## src/rtl/wu_pkg.sv

```systemverilog
package wu_pkg;

    typedef enum logic [1:0] {
        SZ_BYTE = 2'd0,
        SZ_HALF = 2'd1,
        SZ_WORD = 2'd2,
        SZ_RSVD = 2'd3
    } wu_size_e;

    typedef enum logic [1:0] {
        SEQ_LOCKED = 2'd0,
        SEQ_PRIMED = 2'd1,
        SEQ_OPEN   = 2'd2
    } wu_seq_e;

    // Classification of one write access, produced by the decoder
    typedef struct packed {
        logic key_open;     // value equals the first key at the reload offset
        logic key_confirm;  // value equals the second key at the reload offset
        logic wide;         // valid halfword or word access
        logic kick_req;     // halfword at reload offset with kick bit
        logic clr_req;      // halfword at reload offset with a clear bit
        logic ld1_req;      // word at stage-one preload offset
        logic ld2_req;      // word at stage-two preload offset
    } wu_cls_t;

endpackage

```

## src/rtl/wu_decode.sv

```systemverilog
module wu_decode
    import wu_pkg::*;
#(
    parameter int ADDR_W = 4,
    parameter int DATA_W = 32,
    parameter int KEY_W  = 8,
    parameter logic [KEY_W-1:0]  KEY_OPEN    = 8'h80,
    parameter logic [KEY_W-1:0]  KEY_CONFIRM = 8'h86,
    parameter logic [ADDR_W-1:0] RELOAD_OFS  = 4'hC,
    parameter logic [ADDR_W-1:0] PRE1_OFS    = 4'h0,
    parameter logic [ADDR_W-1:0] PRE2_OFS    = 4'h4,
    parameter int KICK_BIT  = 8,
    parameter int CLR_BIT_A = 9,
    parameter int CLR_BIT_B = 12
) (
    input  logic              wr_en,
    input  logic [ADDR_W-1:0] wr_addr,
    input  logic [1:0]        wr_size,
    input  logic [DATA_W-1:0] wr_data,
    output wu_cls_t           cls
);
    localparam int HALF_W = 2 * KEY_W;

    wu_size_e          size;
    logic [DATA_W-1:0] acc_val;
    logic              valid;
    logic              at_reload;

    always_comb begin
        size = wu_size_e'(wr_size);
        unique case (size)
            SZ_BYTE: acc_val = DATA_W'(wr_data[KEY_W-1:0]);
            SZ_HALF: acc_val = DATA_W'(wr_data[HALF_W-1:0]);
            SZ_WORD: acc_val = wr_data;
            default: acc_val = '0;
        endcase
        valid     = wr_en && (size != SZ_RSVD);
        at_reload = (wr_addr == RELOAD_OFS);

        cls.key_open    = valid && at_reload && (acc_val == DATA_W'(KEY_OPEN));
        cls.key_confirm = valid && at_reload && (acc_val == DATA_W'(KEY_CONFIRM));
        cls.wide        = valid && (size != SZ_BYTE);
        cls.kick_req    = (size == SZ_HALF) && at_reload && acc_val[KICK_BIT];
        cls.clr_req     = (size == SZ_HALF) && at_reload &&
                          (acc_val[CLR_BIT_A] || acc_val[CLR_BIT_B]);
        cls.ld1_req     = (size == SZ_WORD) && (wr_addr == PRE1_OFS);
        cls.ld2_req     = (size == SZ_WORD) && (wr_addr == PRE2_OFS);
    end

endmodule

```

## src/rtl/wu_seq.sv

```systemverilog
module wu_seq
    import wu_pkg::*;
(
    input  logic    clk,
    input  logic    rst_n,
    input  wu_cls_t cls,
    output logic    grant,
    output wu_seq_e state
);
    typedef struct packed {
        wu_seq_e st;
    } seq_reg_t;

    seq_reg_t seq_d, seq_q;

    always_comb begin
        seq_d = seq_q;
        grant = 1'b0;
        if (cls.key_open) begin
            seq_d.st = SEQ_PRIMED;
        end else if (cls.key_confirm && (seq_q.st == SEQ_PRIMED)) begin
            seq_d.st = SEQ_OPEN;
        end else if (cls.wide) begin
            // one non-sequence wide write consumes whatever unlock exists
            grant    = (seq_q.st == SEQ_OPEN);
            seq_d.st = SEQ_LOCKED;
        end
    end

    always_ff @(posedge clk) begin
        if (!rst_n) seq_q <= '{st: SEQ_LOCKED};
        else        seq_q <= seq_d;
    end

    assign state = seq_q.st;

endmodule

```

## src/rtl/wu_strobe.sv

```systemverilog
module wu_strobe
    import wu_pkg::*;
#(
    parameter int PRE_W = 20
) (
    input  logic             clk,
    input  logic             rst_n,
    input  wu_cls_t          cls,
    input  logic             grant,
    input  logic [PRE_W-1:0] wr_val,
    output logic             kick_pulse,
    output logic             flagclr_pulse,
    output logic             ld1_pulse,
    output logic             ld2_pulse,
    output logic [PRE_W-1:0] ld_value
);
    typedef struct packed {
        logic             kick;
        logic             clr;
        logic             ld1;
        logic             ld2;
        logic [PRE_W-1:0] val;
    } strobe_reg_t;

    strobe_reg_t stb_d, stb_q;

    always_comb begin
        stb_d      = stb_q;
        stb_d.kick = grant && cls.kick_req;
        stb_d.clr  = grant && cls.clr_req;
        stb_d.ld1  = grant && cls.ld1_req;
        stb_d.ld2  = grant && cls.ld2_req;
        if (grant && (cls.ld1_req || cls.ld2_req)) begin
            stb_d.val = wr_val;
        end
    end

    always_ff @(posedge clk) begin
        if (!rst_n) stb_q <= '0;
        else        stb_q <= stb_d;
    end

    assign kick_pulse    = stb_q.kick;
    assign flagclr_pulse = stb_q.clr;
    assign ld1_pulse     = stb_q.ld1;
    assign ld2_pulse     = stb_q.ld2;
    assign ld_value      = stb_q.val;

endmodule

```

## src/rtl/magic_unlock.sv

```systemverilog
module magic_unlock
    import wu_pkg::*;
#(
    parameter int ADDR_W = 4,
    parameter int DATA_W = 32,
    parameter int PRE_W  = 20,
    parameter int KEY_W  = 8,
    parameter logic [KEY_W-1:0]  KEY_OPEN    = 8'h80,
    parameter logic [KEY_W-1:0]  KEY_CONFIRM = 8'h86,
    parameter logic [ADDR_W-1:0] RELOAD_OFS  = 4'hC,
    parameter logic [ADDR_W-1:0] PRE1_OFS    = 4'h0,
    parameter logic [ADDR_W-1:0] PRE2_OFS    = 4'h4,
    parameter int KICK_BIT  = 8,
    parameter int CLR_BIT_A = 9,
    parameter int CLR_BIT_B = 12
) (
    input  logic              clk,
    input  logic              rst_n,
    input  logic              wr_en,
    input  logic [ADDR_W-1:0] wr_addr,
    input  logic [1:0]        wr_size,
    input  logic [DATA_W-1:0] wr_data,
    output logic              kick_pulse,
    output logic              flagclr_pulse,
    output logic              ld1_pulse,
    output logic              ld2_pulse,
    output logic [PRE_W-1:0]  ld_value
);
    wu_cls_t cls;
    logic    grant;
    wu_seq_e seq_state;

    wu_decode #(
        .ADDR_W(ADDR_W), .DATA_W(DATA_W), .KEY_W(KEY_W),
        .KEY_OPEN(KEY_OPEN), .KEY_CONFIRM(KEY_CONFIRM),
        .RELOAD_OFS(RELOAD_OFS), .PRE1_OFS(PRE1_OFS), .PRE2_OFS(PRE2_OFS),
        .KICK_BIT(KICK_BIT), .CLR_BIT_A(CLR_BIT_A), .CLR_BIT_B(CLR_BIT_B)
    ) u_decode (
        .wr_en  (wr_en),
        .wr_addr(wr_addr),
        .wr_size(wr_size),
        .wr_data(wr_data),
        .cls    (cls)
    );

    wu_seq u_seq (
        .clk  (clk),
        .rst_n(rst_n),
        .cls  (cls),
        .grant(grant),
        .state(seq_state)
    );

    wu_strobe #(.PRE_W(PRE_W)) u_strobe (
        .clk          (clk),
        .rst_n        (rst_n),
        .cls          (cls),
        .grant        (grant),
        .wr_val       (wr_data[PRE_W-1:0]),
        .kick_pulse   (kick_pulse),
        .flagclr_pulse(flagclr_pulse),
        .ld1_pulse    (ld1_pulse),
        .ld2_pulse    (ld2_pulse),
        .ld_value     (ld_value)
    );

endmodule

```

## config.mk

```make
export PLATFORM = sky130hd
export DESIGN_NAME = magic_unlock
export DESIGN_NICKNAME = d
export VERILOG_FILES = /design/src/rtl/wu_pkg.sv /design/src/rtl/wu_decode.sv /design/src/rtl/wu_seq.sv /design/src/rtl/wu_strobe.sv /design/src/rtl/magic_unlock.sv
export SDC_FILE = /design/constraint.sdc
export NUM_CORES = 1
export LEC_CHECK = 0
export BUFFER_PORTS_ARGS = -buffer_cell sky130_fd_sc_hd__clkbuf_2
export CAP_MARGIN = 10
export CORE_ASPECT_RATIO = 0.6
export CORE_MARGIN = 2
export CORE_UTILIZATION = 45
export CTS_BUF_LIST = sky130_fd_sc_hd__clkbuf_8
export DETAILED_ROUTE_END_ITERATION = 6
export PLACE_DENSITY = 0.83
export SETUP_SLACK_MARGIN = 0.4
export SLEW_MARGIN = 20
export SYNTH_ARGS = -nofsm -noshare
export SYNTH_HDL_FRONTEND = slang
export SYNTH_SLANG_ARGS = --single-unit
```

## constraint.sdc

```tcl
create_clock -name clk -period 4.1 [get_ports clk]
set_clock_uncertainty 0.2 [all_clocks]
set_input_delay 0.41 -clock clk [delete_from_list [all_inputs] [get_ports clk]]
set_output_delay 0.41 -clock clk [all_outputs]
set_load 0.02 [all_outputs]
```

==> results of run 1 <==
logic make-up after synthesis:
group,after synthesis,synth area share
simple gates,73,0.3326
flops,26,0.4754
compound gates,28,0.1486
buf+inv,8,0.04343
worst max-delay path, delay by kind of cell, from the launching register on:
kind | cells | cell delay (ps)
simple gates | 3 | 970
flops | 1 | 330
compound gates | 1 | 70
stage by stage:
step / area, um^2 / std cells
finish: 1498 / 228
global route: 1498 / 228
CTS: 1498 / 228
detailed placement: 1426 / 224
global placement: 1426 / 224
floorplan: 1095 / 135
layer usage:
metal,up-vias,track usage,share of wire
li1,597,-,-
met1,544,0.2637,0.45
met2,45,0.3588,0.48
met3,3,0.05645,0.070
met4,0,0.04490,0.0031
met5,-,0,0
synthesized netlist by cell type, types with 2 or more instances:
cell      number  share of area
nor2_1         2         0.0069
buf_2          2         0.0091
a21boi_1       2          0.014
nor4_1         8          0.046
and3_1         2          0.011
buf_6          2          0.021
dfxtp_1       26           0.48
nand2b_1       4          0.023
nand3_1        2         0.0091
nand2_1       42           0.14
nor4_2         2          0.023
nor3_1         3          0.014
inv_1          2         0.0069
a21oi_1       21          0.096
clkbuf_1       2         0.0069
power groups by stage:
stage          Clock [uW]  Combinational [uW]  Sequential [uW]
6_report              213                38.9              252
5_1_grt               224                42.0              252
4_1_cts               215                38.5              252
3_5_place_dp            0                38.0              258
3_3_place_gp            0                37.1              258
2_1_floorplan           0                11.0              258
final cells by class:
cell class,instances,area [um^2],area share
clock buffer,3,41.29,0.02757
clock inverter,1,30.03,0.02005
inverter,2,7.507,0.005013
multi-input combinational,101,533.0,0.3559
sequential,26,520.5,0.3475
tap,30,37.54,0.02506
timing repair buffer,65,327.8,0.2189
placed cells by master, fill, tap and decap left out, types with 2 or more instances in the layout:
master / n
nand2b_1: 4
nor3_1: 3
clkbuf_8: 3
and3_1: 2
nor4_2: 3
nand2_1: 42
nand3_1: 2
clkbuf_2: 64
nor4_1: 7
inv_1: 2
a21oi_1: 21
dfxtp_1: 26
a21boi_1: 2
nor2_1: 2
sequential cells by signal, summed over array words and instances, names as in the netlist:
signal                  count
u_seq.state                 2
u_strobe.flagclr_pulse      1
u_strobe.kick_pulse         1
u_strobe.ld1_pulse          1
u_strobe.ld2_pulse          1
u_strobe.ld_value          20
path summary, 6_finish.rpt:
path	from	to	slack (ps)	depth (start not counted)
min reg2reg	u_strobe.ld_value[3]$_SDFFE_PN0P_	u_strobe.ld_value[3]$_SDFFE_PN0P_	250	2
max	u_seq.state[0]$_SDFFE_PN0P_	u_strobe.ld_value[13]$_SDFFE_PN0P_	2380	4
min	wr_addr[2]	u_strobe.ld1_pulse$_SDFF_PN0_	130	2
max reg2reg	u_seq.state[0]$_SDFFE_PN0P_	u_strobe.ld_value[13]$_SDFFE_PN0P_	2380	4
==> qor.csv, run 1 <==
stage,metric,value,unit
power_and_ir_drop,p_total,503.7,uW
layout,diodes,0,
setup_path,path_cells,nand2b_1 > or4_4 > nand2_1 > a21oi_1,
clock_network,hold_buffers,0,
die,start_util,0.4913,
setup_path,critPathMaxFanout,20,
clock_network,cts_root_buf,clkbuf_8,
clock_network,cts_max_level,1,
power_and_ir_drop,internal_power,401.4,uW
power_and_ir_drop,swShare,0.2031,
layout,area_delta_synth_final,36.80,%
logic_synthesis,synth_edf_count,0,
global_routing,grt.total_usage,0.2103,
global_routing,grt_pass1_wl,4629,um
placement,dpl.hpwl,2222,um
layout,num-nets-final,240,
sta,hold_viol_final,0,
logic_synthesis,syn-num-nets,176,
logic_synthesis,yosys_warnings,0,
clock_network,cts_tree,done,
layout,drive_gt1_frac,0.3939,
run,cap_violations,0,
status,status,finished clean,
sta,max_freq,582.0,MHz
setup_path,critPathKind,reg2reg,
placement,place_ws,2172,ps
layout,num-fill-cells,197,
placement,globalplace.congestion,0.8895,
global_routing,grt_pass1_vias,1108,
power_and_ir_drop,switchingPower,102.3,uW
global_routing,antenna_found_initial,0,
global_routing,grt_max_degree,25,
sta,whs,130.8,ps
power_and_ir_drop,power_density,336.3,mW/mm^2
detailed_routing,wl_per_cell,12.57,um
sta,period_needed,1718,ps
die,ios,65,
setup_path,critPathArrivalTime,1650,ps
setup_path,crit_slowest_cell,or4_4,
sta,grt_setup_unrepaired,no,
global_routing,grt.overflow.total,0,
power_and_ir_drop,power_leakage,0.0006419,uW
die,die_area,0.002856,mm^2
sta,setup_ws,2382,ps
power_and_ir_drop,vdd.ir_drop.worst,206.0,uV
clock_network,clock_sinks,26,
clock_network,cts_resized,0,
sta,finalSetupViolCount,0,
sta,finalMaxSlewViolations,0,
detailed_routing,via_per_inst,5.215,
power_and_ir_drop,power_frac_clock,0.422,
logic_synthesis,synth_area_per_cell,8.110,um^2
hold_path,hp-class,in2reg,
detailed_routing,drtPass1Iterations,4,
sta,timing.final.crit_share,0.4191,
setup_path,start_kind,register,
detailed_routing,routed_wl,2866,um
sta,slew_headroom,0.5112,
clock_network,cts_setup_buffers,0,
layout,fin_util,0.6721,
setup_path,required,4030,ps
clock_network,cts.clk_slew.worst_paths,90,ps
detailed_routing,drtAntennaViolNets,0,
clock_network,cts_buffers,3,
logic_synthesis,ys_seq_elements,26,
clock_network,clk_path_buf_depth,2,
detailed_routing,first_iter_violations,119,
die,row_count,13,
logic_synthesis,synthArstFlopShare,0,
detailed_routing,remaining_drc_errors,0,
power_and_ir_drop,comb_power_share,0.077,
placement,numPortBuffers,64,
logic_synthesis,synthesis.area,0.001095,mm^2
setup_path,end_kind,register,
logic_synthesis,yosysSeqAreaShare,0.4754,
sta,tightest_slew,732.4,ps
logic_synthesis,yosysUniqueCellTypes,28,
die,die_y,42.21,um
die,core_region_area,0.002228,mm^2
setup_path,slowest_delay,640,ps
power_and_ir_drop,seqPwrFrac,0.501,
logic_synthesis,synthCells,135,
logic_synthesis,synthFlopType,dfxtp_1,
clock_network,insertion_delay,270,ps
die,die-width,67.68,um
detailed_routing,routed-via-count,1189,
sta,setup-tns-final,0,ps
(Power assumes the default switching activity.)
==> run 2, diff against run 1 <==
--- a/config.mk
+++ b/config.mk
@@ -9,10 +9,10 @@
 export CAP_MARGIN = 10
 export CORE_ASPECT_RATIO = 0.6
 export CORE_MARGIN = 2
-export CORE_UTILIZATION = 45
+export CORE_UTILIZATION = 40
 export CTS_BUF_LIST = sky130_fd_sc_hd__clkbuf_8
 export DETAILED_ROUTE_END_ITERATION = 6
-export PLACE_DENSITY = 0.83
+export PLACE_DENSITY = 0.78
 export SETUP_SLACK_MARGIN = 0.4
 export SLEW_MARGIN = 20
 export SYNTH_ARGS = -nofsm -noshare
==> constraint.sdc (replaced) <==
create_clock -name clk -period 1.4 [get_ports clk]
set_clock_uncertainty 0.2 [all_clocks]
set_input_delay 0.14 -clock clk [delete_from_list [all_inputs] [get_ports clk]]
set_output_delay 0.14 -clock clk [all_outputs]
set_load 0.02 [all_outputs]
==> run 2 against run 1 <==
Net effect: the run now ends with negative hold slack, negative setup slack left; non-clock buffer count increased by 37; sequential power grew to 2.9 times the previous value; combinational power rose to 5.2 times the previous value; clock-buffer cell count is the same.
==> qor.csv, run 2 (synthesis results as in run 1) <==
stage,metric,value,unit
layout,num-fill-cells,127,
sta,period_needed,1664,ps
placement,place_area,0.001560,mm^2
placement,place_ws,-205.4,ps
setup_path,critPathMaxFanout,4,
placement,dpl.hpwl,2638,um
setup_path,crit_slowest_cell,dfxtp_2,
global_routing,antenna_found_initial,0,
power_and_ir_drop,swShare,0.2192,
setup_path,required,1380,ps
layout,seqCellArea,555.5,um^2
sta,tightest_slew,320.6,ps
sta,finalMaxSlewViolations,0,
layout,fin_util,0.8796,
layout,final_cell_mix,"clkbuf_2, nand2_1, dfxtp_2",
clock_network,clock_sinks,26,
sta,finalSetupViolCount,26,
detailed_routing,first_iter_violations,126,
sta,whs,-25.40,ps
global_routing,grt.total_usage,0.2903,
sta,grt_setup_unrepaired,yes,
die,core_region_area,0.002557,mm^2
setup_path,path_cells,nand2b_4 > buf_6 > nor4_2 > o21ai_0 > nor3_1,
sta,hold_viol_final,1,
detailed_routing,remaining_drc_errors,0,
die,start_util,0.4281,
power_and_ir_drop,power_frac_clock,0.399,
clock_network,insertion_delay,270,ps
layout,area_delta_synth_final,105.5,%
die,die-width,71.54,um
detailed_routing,drtAntennaViolNets,0,
run,cap_violations,0,
die,die_area,0.003185,mm^2
layout,largest_reg_flops,20,
power_and_ir_drop,switchingPower,342.8,uW
layout,diodes,0,
layout,drive_gt1_frac,0.6229,
power_and_ir_drop,comb_power_share,0.130,
layout,final_common_cell,clkbuf_2,
sta,setup_ws,-264.1,ps
clock_network,cts_buffers,3,
power_and_ir_drop,power_density,695.2,mW/mm^2
detailed_routing,wl_per_cell,19.31,um
sta,slew_headroom,0.7847,
global_routing,grt_max_degree,16,
sta,max_freq,600.9,MHz
detailed_routing,routed_wl,5174,um
detailed_routing,via_per_inst,5.668,
die,row_count,14,
layout,fin_area,0.002250,mm^2
status,status,finished with violations,
global_routing,grt_pass1_vias,1432,
setup_path,start_kind,register,
power_and_ir_drop,internal_power,1221,uW
setup_path,slowest_delay,350,ps
clock_network,cts.clk_slew.worst_paths,90,ps
placement,numPortBuffers,64,
power_and_ir_drop,power_leakage,0.0009187,uW
global_routing,grt.overflow.total,0,
clock_network,cts_root_buf,clkbuf_8,
sta,timing.final.crit_share,1.189,
die,die_y,44.53,um
power_and_ir_drop,seqPwrFrac,0.471,
setup_path,crit_family,simple AND/OR/NAND/NOR gates,
clock_network,clk_path_buf_depth,2,
clock_network,cts_tree,done,
power_and_ir_drop,p_total,1564,uW
setup_path,crit_buf_inv,1,
die,ios,65,
placement,globalplace.congestion,0.9259,
detailed_routing,drtPass1Iterations,4,
clock_network,cts_max_level,1,
layout,multiInputGateArea,681.9,um^2
detailed_routing,routed-via-count,1519,
clock_network,hold_buffers,16,
setup_path,critPathKind,reg2reg,
status,violations,"negative hold slack, negative setup slack",
layout,num-nets-final,278,
power_and_ir_drop,vdd.ir_drop.worst,741.2,uV
setup_path,end_kind,register,
global_routing,grt_pass1_wl,6989,um
setup_path,critPathArrivalTime,1640,ps
hold_path,hp-class,in2reg,
sta,setup-tns-final,-4140,ps
-- run 2: cell types whose count changed in the layout (fill, tap and decap cells not counted), moves of 6 or more --
cell / delta
dlygate4sd3_1: +16
a21oi_1: -7
nand2_2: +6
buf_8: +23
a21oi_2: +7
dfxtp_1: -26
buf_4: +18
nand2_1: -7
dfxtp_2: +25
clkbuf_2: -24
-- run 2: layout make-up --
class	count	share of cell area
Tap cell	32	0.01780
Clock buffer	3	0.01835
Inverter	2	0.003337
Clock inverter	1	0.01335
Timing Repair Buffer	102	0.3971
Sequential cell	26	0.2469
Multi-Input combinational cell	102	0.3031
-- run 2: worst paths after layout --
path,from,end,slack (ps),cells after the start
max,u_seq.state[0]$_SDFFE_PN0P_,u_strobe.flagclr_pulse$_SDFF_PN0_,-260,5
min reg2reg,u_strobe.ld_value[16]$_SDFFE_PN0P_,u_strobe.ld_value[16]$_SDFFE_PN0P_,270,2
min,rst_n,u_seq.state[0]$_SDFFE_PN0P_,-30,2
max reg2reg,u_seq.state[0]$_SDFFE_PN0P_,u_strobe.flagclr_pulse$_SDFF_PN0_,-260,5
-- run 2: power groups by stage --
| stage | Sequential, uW | Combinational [uW] | Clock (uW) |
|---|---|---|---|
| 2_1_floorplan | 756 | 34.4 | 0 |
| 3_3_place_gp | 756 | 136 | 0 |
| 3_5_place_dp | 756 | 142 | 0 |
| 6_report | 736 | 204 | 624 |
| 4_1_cts | 738 | 183 | 626 |
| 5_1_grt | 736 | 214 | 659 |
-- run 2: metal layers --
layer,GRT usage,part of all wire
met1,0.3435,0.36
met4,0.05283,0.038
met2,0.5315,0.49
met5,0,0
met3,0.09112,0.11
-- run 2: timing repair --
item / 4_1_cts / 5_1_grt
gates cloned: 4 / 0
endpoints found under the setup margin: 50 / 50
pin swaps: 34 / 1
buffers inserted: 2 / 3
hold endpoints to repair: 18 / 1
resized for setup: 90 / 42
-- run 2: stage by stage --
step,instances,hold WS [ps]
floorplan,135,17.72
global placement,239,147.7
detailed placement,239,154.2
CTS,265,-50.53
global route,268,-37.37
finish,268,-25.40
==> run 3, diff against run 2 <==
--- a/config.mk
+++ b/config.mk
@@ -5,14 +5,16 @@
 export SDC_FILE = /design/constraint.sdc
 export NUM_CORES = 1
 export LEC_CHECK = 0
+export ABC_AREA = 1
 export BUFFER_PORTS_ARGS = -buffer_cell sky130_fd_sc_hd__clkbuf_2
 export CAP_MARGIN = 10
 export CORE_ASPECT_RATIO = 0.6
 export CORE_MARGIN = 2
-export CORE_UTILIZATION = 40
+export CORE_UTILIZATION = 44
 export CTS_BUF_LIST = sky130_fd_sc_hd__clkbuf_8
+export CTS_CLUSTER_DIAMETER = 40
 export DETAILED_ROUTE_END_ITERATION = 6
-export PLACE_DENSITY = 0.78
+export PLACE_DENSITY = 0.77
 export SETUP_SLACK_MARGIN = 0.4
 export SLEW_MARGIN = 20
 export SYNTH_ARGS = -nofsm -noshare
==> run 3 against run 2 <==
Net effect: the run still ends with negative hold slack, negative setup slack left; synthesized cell count rose by 83%; synthesized area rose by 40%; sequential power barely moved; register-to-register slack improved by 230 ps; combinational power rose by 30%; critical path type unchanged.
==> qor.csv, run 3 <==
stage,metric,value,unit
status,status,finished with violations,
status,violations,"negative hold slack, negative setup slack",
setup_path,critPathMaxFanout,7,
sta,grt_setup_unrepaired,yes,
layout,num-nets-final,383,
logic_synthesis,yosysTopAreaCellShare,0.3396,
global_routing,grt_pass1_wl,7396,um
setup_path,slowest_delay,340,ps
clock_network,clock_sinks,26,
die,die_y,49.72,um
detailed_routing,wl_per_cell,13.38,um
die,ios,65,
sta,finalSetupViolCount,5,
sta,hold_viol_final,3,
layout,num-fill-cells,198,
detailed_routing,first_iter_violations,112,
global_routing,grt.total_usage,0.2385,
logic_synthesis,yosysUniqueCellTypes,21,
layout,area_delta_synth_final,75.35,%
die,core_region_area,0.003283,mm^2
logic_synthesis,synthTopCellsByArea,"dfxtp_1, inv_1, nand2_1",
power_and_ir_drop,power_leakage,0.001309,uW
sta,timing.final.crit_share,1.022,
sta,slew_headroom,0.8430,
logic_synthesis,yosys_warnings,0,
placement,globalplace.congestion,0.7925,
sta,period_needed,1431,ps
layout,final_common_cell,inv_1,
placement,dpl.hpwl,2990,um
run,cap_violations,0,
global_routing,grt.overflow.total,0,
power_and_ir_drop,power_density,530.7,mW/mm^2
placement,place_area,0.002106,mm^2
detailed_routing,drtPass1Iterations,4,
setup_path,path_cells,inv_4 > nand2_2 > nor2_4 > buf_12 > buf_8 > nand4_1 > nand2_1 > nor2_1,
layout,final_cells,385,
layout,diodes,0,
logic_synthesis,synthArstFlopShare,0,
logic_synthesis,synthFlopType,dfxtp_1,
clock_network,cts.clk_slew.worst_paths,80,ps
clock_network,cts_max_level,1,
clock_network,cts_buffers,3,
setup_path,crit_slowest_cell,dfxtp_2,
setup_path,start_kind,register,
setup_path,required,1370,ps
detailed_routing,routed-via-count,1878,
layout,fin_area,0.002688,mm^2
sta,tightest_slew,235.5,ps
sta,setup-tns-final,-70.26,ps
logic_synthesis,yosysSeqAreaShare,0.3396,
logic_synthesis,ys_seq_elements,26,
die,die_area,0.003987,mm^2
detailed_routing,drtAntennaViolNets,0,
clock_network,cts_root_buf,clkbuf_8,
setup_path,critPathArrivalTime,1410,ps
sta,max_freq,698.8,MHz
setup_path,critPathKind,reg2reg,
setup_path,rrSetupSlack,-30,ps
placement,numPortBuffers,64,
power_and_ir_drop,p_total,1426,uW
setup_path,end_kind,register,
layout,final_cell_mix,"inv_1, nand2_1, clkbuf_2",
logic_synthesis,synthTopCellsByCount,"inv_1, nand2_1, nor2_1",
sta,finalMaxSlewViolations,0,
clock_network,insertion_delay,270,ps
layout,largest_reg_flops,20,
logic_synthesis,yosys.cell_count.top_type,inv_1,
power_and_ir_drop,vdd.ir_drop.worst,431.7,uV
sta,whs,-59.39,ps
logic_synthesis,synthCells,247,
sta,setup_ws,-31.03,ps
placement,place_ws,-345.8,ps
global_routing,grt_pass1_vias,1647,
clock_network,clk_path_buf_depth,2,
die,die-width,80.20,um
logic_synthesis,synth_area_leader_cell,dfxtp_1,
clock_network,cts_tree,done,
global_routing,antenna_found_initial,0,
die,row_count,16,
detailed_routing,routed_wl,5150,um
clock_network,hold_buffers,1,
detailed_routing,via_per_inst,4.878,
placement,dp_cells,370,
die,start_util,0.4668,
logic_synthesis,synth_area_per_cell,6.205,um^2
hold_path,hp-class,in2reg,
logic_synthesis,syn-num-nets,288,
logic_synthesis,synth_edf_count,0,
detailed_routing,remaining_drc_errors,0,
global_routing,grt_max_degree,22,
logic_synthesis,synthesis.area,0.001533,mm^2
layout,drive_gt1_frac,0.4912,
[run 3: changes by cell type after synthesis, moves of 2 or more]
cell	delta
nand2b_1	-4
a21boi_1	-2
nor2_4	+2
nand3_1	+5
nor4_1	-8
nor3_1	+2
inv_1	+62
and3_1	-2
nand3_4	+2
nand4_1	+19
nor2_1	+35
buf_6	+2
nand2_1	+21
a21oi_1	-18
[run 3: cell families after synthesis]
family / Yosys count / synth area share
AO/OA/AOI/OAI: 4 / 0.01551
buffers and inverters: 75 / 0.2082
flip-flops: 26 / 0.3396
AND/OR/NAND/NOR: 142 / 0.4367
[run 3: area by class of cell]
class,count,area (um^2),area share
clock buffer,3,41.29,0.01536
inverter,65,261.5,0.09730
multi-input combinational,149,885.9,0.3296
tap,45,56.30,0.02095
timing repair buffer,97,884.6,0.3291
sequential,26,558.0,0.2076
[run 3: path summary, 6_finish.rpt]
| check | to | cells after the start | startpoint |
|---|---|---|---|
| worst max-delay path | u_strobe.ld_value[3]$_SDFFE_PN0P_ | 8 | u_seq.state[0]$_SDFFE_PN0P_ |
| worst min-delay path | u_strobe.kick_pulse$_SDFF_PN0_ | 3 | wr_data[8] |
| worst max register to register | u_strobe.ld_value[3]$_SDFFE_PN0P_ | 8 | u_seq.state[0]$_SDFFE_PN0P_ |
| worst min register to register | u_strobe.ld_value[17]$_SDFFE_PN0P_ | 4 | u_strobe.ld_value[17]$_SDFFE_PN0P_ |
[run 3: repair_timing]
| item | 4_1_cts | 5_1_grt |
|---|---|---|
| setup endpoints to repair | 50 | 50 |
| gates cloned | 4 | 0 |
| endpoints found under the hold margin | 4 | 1 |
| pin swaps | 13 | 19 |
| buffers inserted | 2 | 5 |
| resized for setup | 84 | 52 |
[run 3: power by group]
part	leakage, uW	internal (uW)	switching, uW
combinational	0.00106	125	140
clock	0.0000216	193	234
sequential	0.000223	734	0.00208
total	0.00131	1050	374
[run 3: routing by layer]
layer  part of all wire  global-route usage  routed length [um]  vias to the layer above
met4              0.015             0.05367                  79                        0
met2               0.47              0.3722                2439                       91
li1                   -                   -                   -                      928
met3              0.072             0.06227                 370                       10
met5                  0                   0                   0                        -
met1               0.44              0.3307                2261                      849
[run 3: metrics by stage]
| step | util | hold slack (ps) |
|---|---|---|
| global route | 0.8186 | -62.48 |
| finish | 0.8186 | -59.39 |
| global placement | 0.6414 | 154.8 |
| floorplan | - | 16.79 |
| detailed placement | 0.6414 | 155.1 |
| CTS | 0.7683 | -71.30 |
[run 3: worst max-delay path, delay by kind of cell (launching register included)]
family | cells | cell delay (ps)
AND/OR/NAND/NOR | 5 | 460
flip-flops | 1 | 340
buffers and inverters | 3 | 330
